[src/rtl/hb_pkg.sv]
package hb_pkg;
  typedef enum logic [1:0] {
    ST_IDLE = 2'd0,
    ST_ACC  = 2'd1,
    ST_LAT  = 2'd2,
    ST_DONE = 2'd3
  } hb_state_e;
endpackage

[src/rtl/hb_sync.sv]
module hb_sync #(
  parameter int W = 3
) (
  input  logic         clk,
  input  logic         rst_n,
  input  logic [W-1:0] d,
  output logic [W-1:0] q
);
  logic [W-1:0] meta;

  always_ff @(posedge clk or negedge rst_n) begin
    if (!rst_n) begin
      meta <= '0;
      q    <= '0;
    end else begin
      meta <= d;
      q    <= meta;
    end
  end
endmodule

[src/rtl/hb_addr_map.sv]
module hb_addr_map #(
  parameter int OFS_W = 14,
  localparam int SMALL_W = OFS_W - 2,
  localparam int AW = OFS_W + 2
) (
  input  logic             page4k,
  input  logic             bus16,
  input  logic [1:0]       page,
  input  logic [OFS_W-1:0] ofs,
  output logic [AW-1:0]    byte_addr
);
  logic [AW-1:0] raw;

  always_comb begin
    if (page4k) raw = {page[1], 2'b00, page[0], ofs[SMALL_W-1:0]};
    else        raw = {page, ofs};
    byte_addr = raw;
    if (bus16) byte_addr[0] = 1'b0;
  end
endmodule

[src/rtl/hb_lanes.sv]
module hb_lanes #(
  parameter int DW = 16,
  localparam int BW = DW / 2
) (
  input  logic          bus16,
  input  logic          lane_hi,
  input  logic [1:0]    host_be,
  input  logic [DW-1:0] host_wdata,
  output logic [1:0]    mem_be,
  output logic [DW-1:0] mem_wdata,
  input  logic [DW-1:0] mem_rdata,
  output logic [DW-1:0] rd_word
);
  always_comb begin
    if (bus16) begin
      mem_be    = host_be;
      mem_wdata = host_wdata;
      rd_word   = mem_rdata;
    end else begin
      mem_be    = lane_hi ? 2'b10 : 2'b01;
      mem_wdata = {host_wdata[BW-1:0], host_wdata[BW-1:0]};
      rd_word   = {{BW{1'b0}}, lane_hi ? mem_rdata[DW-1:BW] : mem_rdata[BW-1:0]};
    end
  end
endmodule

[src/rtl/paged_host_bridge.sv]
module paged_host_bridge
  import hb_pkg::*;
#(
  parameter int OFS_W = 14,
  parameter int DW = 16,
  localparam int AW = OFS_W + 2
) (
  input  logic             clk,
  input  logic             rst_n,
  input  logic             cfg_page4k,
  input  logic             cfg_bus16,
  input  logic             host_cs,
  input  logic             host_rd,
  input  logic             host_wr,
  input  logic [1:0]       host_page,
  input  logic [OFS_W-1:0] host_addr,
  input  logic [1:0]       host_be,
  input  logic [DW-1:0]    host_wdata,
  output logic [DW-1:0]    host_rdata,
  output logic             host_ready,
  output logic             mem_en,
  output logic             mem_we,
  output logic [AW-2:0]    mem_addr,
  output logic [1:0]       mem_be,
  output logic [DW-1:0]    mem_wdata,
  input  logic [DW-1:0]    mem_rdata
);
  logic [2:0]    sync_q;
  logic          s_cs, s_rd, s_wr, active;
  logic [AW-1:0] map_addr, addr_q;
  logic [1:0]    be_q;
  logic [DW-1:0] wd_q, rd_q, rd_word;
  logic          we_q;
  hb_state_e     state;

  hb_sync #(.W(3)) u_sync (
    .clk(clk), .rst_n(rst_n),
    .d({host_cs, host_rd, host_wr}), .q(sync_q)
  );
  assign {s_cs, s_rd, s_wr} = sync_q;
  assign active = s_cs & (s_rd | s_wr);

  hb_addr_map #(.OFS_W(OFS_W)) u_map (
    .page4k(cfg_page4k), .bus16(cfg_bus16),
    .page(host_page), .ofs(host_addr), .byte_addr(map_addr)
  );

  hb_lanes #(.DW(DW)) u_lanes (
    .bus16(cfg_bus16), .lane_hi(addr_q[0]),
    .host_be(be_q), .host_wdata(wd_q),
    .mem_be(mem_be), .mem_wdata(mem_wdata),
    .mem_rdata(mem_rdata), .rd_word(rd_word)
  );

  always_ff @(posedge clk or negedge rst_n) begin
    if (!rst_n) begin
      state  <= ST_IDLE;
      addr_q <= '0;
      be_q   <= '0;
      wd_q   <= '0;
      we_q   <= 1'b0;
      rd_q   <= '0;
    end else begin
      case (state)
        ST_IDLE: if (active) begin
          addr_q <= map_addr;
          be_q   <= host_be;
          wd_q   <= host_wdata;
          we_q   <= s_wr;
          state  <= ST_ACC;
        end
        ST_ACC:  state <= ST_LAT;
        ST_LAT: begin
          if (!we_q) rd_q <= rd_word;
          state <= ST_DONE;
        end
        default: if (!active) state <= ST_IDLE;
      endcase
    end
  end

  assign mem_en     = (state == ST_ACC);
  assign mem_we     = mem_en & we_q;
  assign mem_addr   = addr_q[AW-1:1];
  assign host_ready = (state == ST_DONE);
  assign host_rdata = rd_q;


  single_req_chk: assert property (@(posedge clk) disable iff (!rst_n)
    mem_en |=> !mem_en);


  ready_wait_chk: assert property (@(posedge clk) disable iff (!rst_n)
    $rose(host_ready) |-> $past(mem_en, 2));


  ready_hold_chk: assert property (@(posedge clk) disable iff (!rst_n)
    (host_ready && active) |=> host_ready);


  byte_lane_chk: assert property (@(posedge clk) disable iff (!rst_n)
    (mem_en && !cfg_bus16) |-> ($countones(mem_be) == 1));


  window_gap_chk: assert property (@(posedge clk) disable iff (!rst_n)
    (mem_en && cfg_page4k) |-> (mem_addr[13:12] == 2'b00));


  no_cs_chk: assert property (@(posedge clk) disable iff (!rst_n)
    (state == ST_IDLE && !s_cs) |=> !mem_en);
endmodule

[config.mk]
export PLATFORM = sky130hd
export DESIGN_NAME = paged_host_bridge
export DESIGN_NICKNAME = d
export VERILOG_FILES = /design/src/rtl/hb_pkg.sv /design/src/rtl/hb_sync.sv /design/src/rtl/hb_addr_map.sv /design/src/rtl/hb_lanes.sv /design/src/rtl/paged_host_bridge.sv
export SDC_FILE = /design/constraint.sdc
export NUM_CORES = 1
export LEC_CHECK = 0
export BUFFER_PORTS_ARGS = -buffer_cell sky130_fd_sc_hd__buf_2
export CAP_MARGIN = 20
export CORE_MARGIN = 1.5
export CORE_UTILIZATION = 40
export CTS_BUF_LIST = sky130_fd_sc_hd__clkbuf_8
export CTS_CLUSTER_SIZE = 40
export DETAILED_ROUTE_END_ITERATION = 12
export GPL_ROUTABILITY_DRIVEN = 0
export PLACE_DENSITY = 0.75
export SLEW_MARGIN = 10
export SYNTH_ARGS = -nofsm -noshare
export SYNTH_HDL_FRONTEND = slang
export SYNTH_SLANG_ARGS = --single-unit
[constraint.sdc]
create_clock -name clk -period 1.9 [get_ports clk]
set_input_delay 0.19 -clock clk [delete_from_list [all_inputs] [get_ports clk]]
set_output_delay 0.19 -clock clk [all_outputs]
set_load 0.02 [all_outputs]
; Word level (Yosys, flattened, before mapping)
; Index checks and enable logic that the tools add are counted.
[word_totals]
input_bits = 57
n_memories = 0
latchBits = 0
rom_bits = 0
regBits = 59
ram_bits = 0
output_inout_bits = 52
wordCells = 31
[classes]
order_cmp = 0
eq_ne = 5
mul = 0
add_sub_neg = 0
mux = 10
div = 0
n_shift = 0
bitwise = 4
reduce_logical = 4
[ops]
columns = op, count
row1 = $mux 16, 2
row2 = $mux 15, 1
row3 = $mux 2, 4
row4 = $mux 8, 1
row5 = $pmux 2 s3, 1
row6 = $reduce_and 2->1, 3
row7 = $eq 2x2->1 const B, 2
row8 = $ne 4x2->1 const B, 1
row9 = $and 1x1->1, 2
row10 = $eq 2x1->1 const B, 1
row11 = $logic_not 2->1, 1
row12 = $ne 2x2->1 const B, 1
row13 = $mux 1, 1
row14 = $not 1->1, 1
row15 = $or 1x1->1, 1

; Longest topological paths before layout
[logic_depth]
word_depth = 4
mapped_depth = 6
depth_no_buf = 5

; Cells and area by module
; From an unflattened synthesis, not the netlist that was laid out.
[unflattened]
cells_unflattened = 203
hier_area_um2 = 2865.2
[by_module_without_submodules]
columns = mod, area_each_um2, n_inst, cells_each, seq_area_each_um2
row1 = paged_host_bridge, 2212.1, 1, 141, 1326.3
row2 = hb_lanes, 374.1, 1, 40, 0.0
row3 = hb_sync, 150.1, 1, 6, 150.1
row4 = hb_addr_map, 128.9, 1, 16, 0.0

; Worst setup path after synthesis
; Ideal clock, no wire load.
[synth_path]
path_type = flip-flop to flip-flop
start = reg state[1]
end = reg state[1]
arrival_time_ns = 1.329
n_path_buf = 0
slack_ns = 0.446
setup_ns = 0.125
stages_incl_launch_ff = 6
synth_period_minus_slack_ns = 1.454
required_time_ns = 1.775
cell_sequence = dfrtp_1 -> inv_1 -> ha_1 -> nor3_1 -> mux2i_1 -> mux2_2
[synth_via]
elab_chain_len = 3
elab_cells_between_ends = 7
classes_between = 4 x eq/ne / 1 x mux / 2 x reduce/logical
[synth_lines]
columns = element, line_no
row1 = start: declaration, paged_host_bridge.sv:34  ; hb_state_e state;
row2 = start signal: assignment, paged_host_bridge.sv:57  ; state <= ST_IDLE;
row3 = start signal: assignment, paged_host_bridge.sv:70  ; state <= ST_ACC;
row4 = start signal: assignment, paged_host_bridge.sv:72  ; ST_ACC: state <= ST_LAT;
row5 = $eq 2x1->1 (*), -
row6 = named net mem_en, paged_host_bridge.sv:21  ; output logic mem_en,
row7 = $ne 4x2->1 (no source line), -
row8 = $reduce_and 2->1 (no source line), -
; The timed path passes the listed nets; every way through them passes the cells marked *.
; A chain may end at the register's enable or synchronous reset.

; Worst setup path after layout
[layout_path]
start = reg state[0]
end = reg wd_q[11]
[layout_via]
elab_chain_len = 2
[layout_lines]
columns = element, line_no
row1 = $logic_not 2->1, paged_host_bridge.sv:64  ; case (state)
row2 = $reduce_and 2->1 (no source line), -
row3 = end signal: assignment, paged_host_bridge.sv:68  ; wd_q <= host_wdata;
row4 = end: declaration, paged_host_bridge.sv:32  ; logic [DW-1:0] wd_q, rd_q, rd_word;
; Every way passes these cells.

==> metrics.txt <==
number of fill cells 581; WS Path Type reg2reg; multi-input logic area 1030 sq um; Die Ht 84.5 microns; Die W 84.5 microns; CTS tree yes; Comb pwr share 0.453; DR WL/cell 13.2 microns; total chip power 6.07 mW; worst-margin pin slew about 0.44 ns; # setup viols final 0; clk_skew approximately 0.007 ns; Root Driver clkbuf_8; Core Area 6390 sq um; VDD IR-drop max 0.817 mV; Final Cell Area around 3500 sq um; WL final 5110 microns; Final nets 370; first-pass GRT wire length ~8600 microns; DP Worst Slack 0.337 ns; Main synth FF type dfrtp_1; Startpoint Class flop; sequential share of the synthesized area 0.556; YS warnings 0; Layout Area Growth over Synthesis 31.1%; clock share of power 0.188; num rows 29; crit path DAT between 1.5 and 2 ns; Crit Path Max Fanout 20; number of port buffers about 110; leakage power about 1.9 nW; worst-skew pair later-pin latency 0.32 ns; Final Hold Fails 0; endpoint class of the critical path flop; GRT Overall Usage 0.156; clock buffer depth 2; drt first pass iters 3; Post-DP Area approximately 3200 sq um; power per cell area between 1500 and 2000 nW/um^2; number of diodes 0; Final Max Tran Viols 0; HPWL Detailed 3690 microns; Post-synth EDFFs 0; sinks on the clock net 59; Max-slew headroom 0.706; CTS H-tree depth 3; CTS resizes 0; Required @ worst endpoint 2.10 ns; top cells by area, synth dfrtp_1 (56%), mux2_4 (18%), nand2_1 (4.0%); worst min path class in2reg; layout cells sized above 1 0.543; TNS Setup 0 ns; vias 1794; via density per instance 4.62; Net Sw Frac 0.369; Achievable Freq 0.641 GHz; Yosys reg bits 59; Post-synth ARST share 1.00; Tcrit/Tclk final 0.821; status finished clean; postcts setup bufs 0; NetSw 2.24 mW; Synth Cell Area between 2000 and 3000 sq um; PnR worst setup slack approximately 0.34 ns; residual DRC count 0; initial antenna violation count 0; synthesized area per cell 13.5 sq um; final core utilization 0.545; register area 1480 sq um; Gate Count Post-Synth 197; Hold-fix buffers, CTS 4; Internal Pwr Total between 3 and 4 mW; full die area 7140 sq um; Final ANT Viol Nets 0; Congestion Overflow GR 0; Post-Synthesis Net Count 259; min Tclk post-route between 1.5 and 2 ns; DR iter-0 viols 31; I/O pin count 109; clock buffer count from CTS 9; largest net degree at the start of global routing 33; vias in the first global route approximately 1800; clk slew on worst S/H paths about 0.060 ns; post-synth top area share 0.556; synth unique cells 22; max-cap violations 0; initial core utilization 0.416; post-synth top area cell dfrtp_1; register share of total power 0.360; unrepaired setup endpoints after global routing no
-- through the flow --
| step | std cells | hold WS, ns |
|---|---|---|
| 6_report | 388 | 0.0907 |
| 4_1_cts | 388 | 0.0702 |
| 5_1_grt | 388 | 0.0649 |
| 2_1_floorplan | 197 | -0.106 |
| 3_5_place_dp | 370 | 0.152 |
| 3_3_place_gp | 370 | 0.148 |
-- cell usage in the layout (no fill, tap or decap) --
master	count
nand2b_1	4
clkinv_2	1
nor3_1	1
dlygate4sd3_1	4
clkbuf_8	12
bufinv_16	1
mux2_2	9
ha_1	5
dfrtp_1	59
o21ai_1	1
a21o_1	1
mux2i_1	10
a21boi_1	1
mux2_4	31
buf_4	3
nor2b_1	1
a21oi_1	1
o211ai_4	1
and2_1	1
o22ai_1	1
buf_2	108
nand2_1	28
o21ai_0	20
buf_12	3
inv_1	4
-- cell families (layout without fill, tap and decap cells) --
kind of cell	after synthesis	after routing	share of synthesized area
flip-flops	59	59	0.556
multiplexers	50	50	0.251
AND/OR/NAND/NOR	35	35	0.0556
AO/OA/AOI/OAI	26	26	0.0575
buffers and inverters	22	136	0.0561
adder cells (fa/ha/maj)	5	5	0.0236
-- layer usage --
metal / global-route usage / vias up / wire length (microns)
li1: - / 879 / -
met1: 0.192 / 837 / 2240
met2: 0.252 / 70 / 2460
met3: 0.0472 / 8 / 335
met4: 0.0748 / 0 / 73
met5: 0 / - / 0
-- final timing paths --
check                                end  depth (start not counted)      startpoint  slack [ns]
min                           addr_q[10]                          2   host_addr[10]        0.09
max reg2reg                     wd_q[11]                          5        state[0]        0.34
max in group asynchronous        wd_q[7]                          3           rst_n        0.99
min in group asynchronous  host_rdata[4]                          2           rst_n        0.34
max                             wd_q[11]                          5        state[0]        0.34
min reg2reg                  u_sync.q[0]                          0  u_sync.meta[0]        0.35
-- cells in the mapped netlist, types with 2 or more instances --
library cell and n:
dfrtp_1 59, mux2_4 31, nand2_1 28, o21ai_0 20
mux2i_1 10, buf_4 9, mux2_2 9, ha_1 5
buf_6 4, inv_1 4, nand2b_1 4, clkbuf_1 3
buf_2 2
-- sequential cells by signal, summed over array words and instances, names as in the netlist --
| register | cells |
|---|---|
| host_rdata | 16 |
| we_q | 1 |
| addr_q | 16 |
| u_sync.q | 3 |
| be_q | 2 |
| wd_q | 16 |
| u_sync.meta | 3 |
| state | 2 |
-- worst max-delay path: stages (launching register included) --
cell,delay [ns]
dfrtp_1,0.40
inv_1,0.10
ha_1,0.26
o211ai_4,0.13
buf_12,0.23
mux2_4,0.32
-- layout make-up --
type                            count  area share
Clock buffer                       12      0.0474
Multi-Input combinational cell    116       0.296
Inverter                            4     0.00431
Sequential cell                    59       0.424
Clock inverter                      2      0.0101
Timing Repair Buffer              118       0.191
Tap cell                           77      0.0277
-- power groups by stage --
stage	sequential [mW]	clock, mW	combinational [mW]
finish	2.18	1.14	2.75
global route	2.27	1.25	2.97
CTS	2.19	1.18	2.79
detailed placement	2.19	0	2.79
global placement	2.17	0	2.73
floorplan	2.54	0	1.70
(Power assumes the default switching activity.)
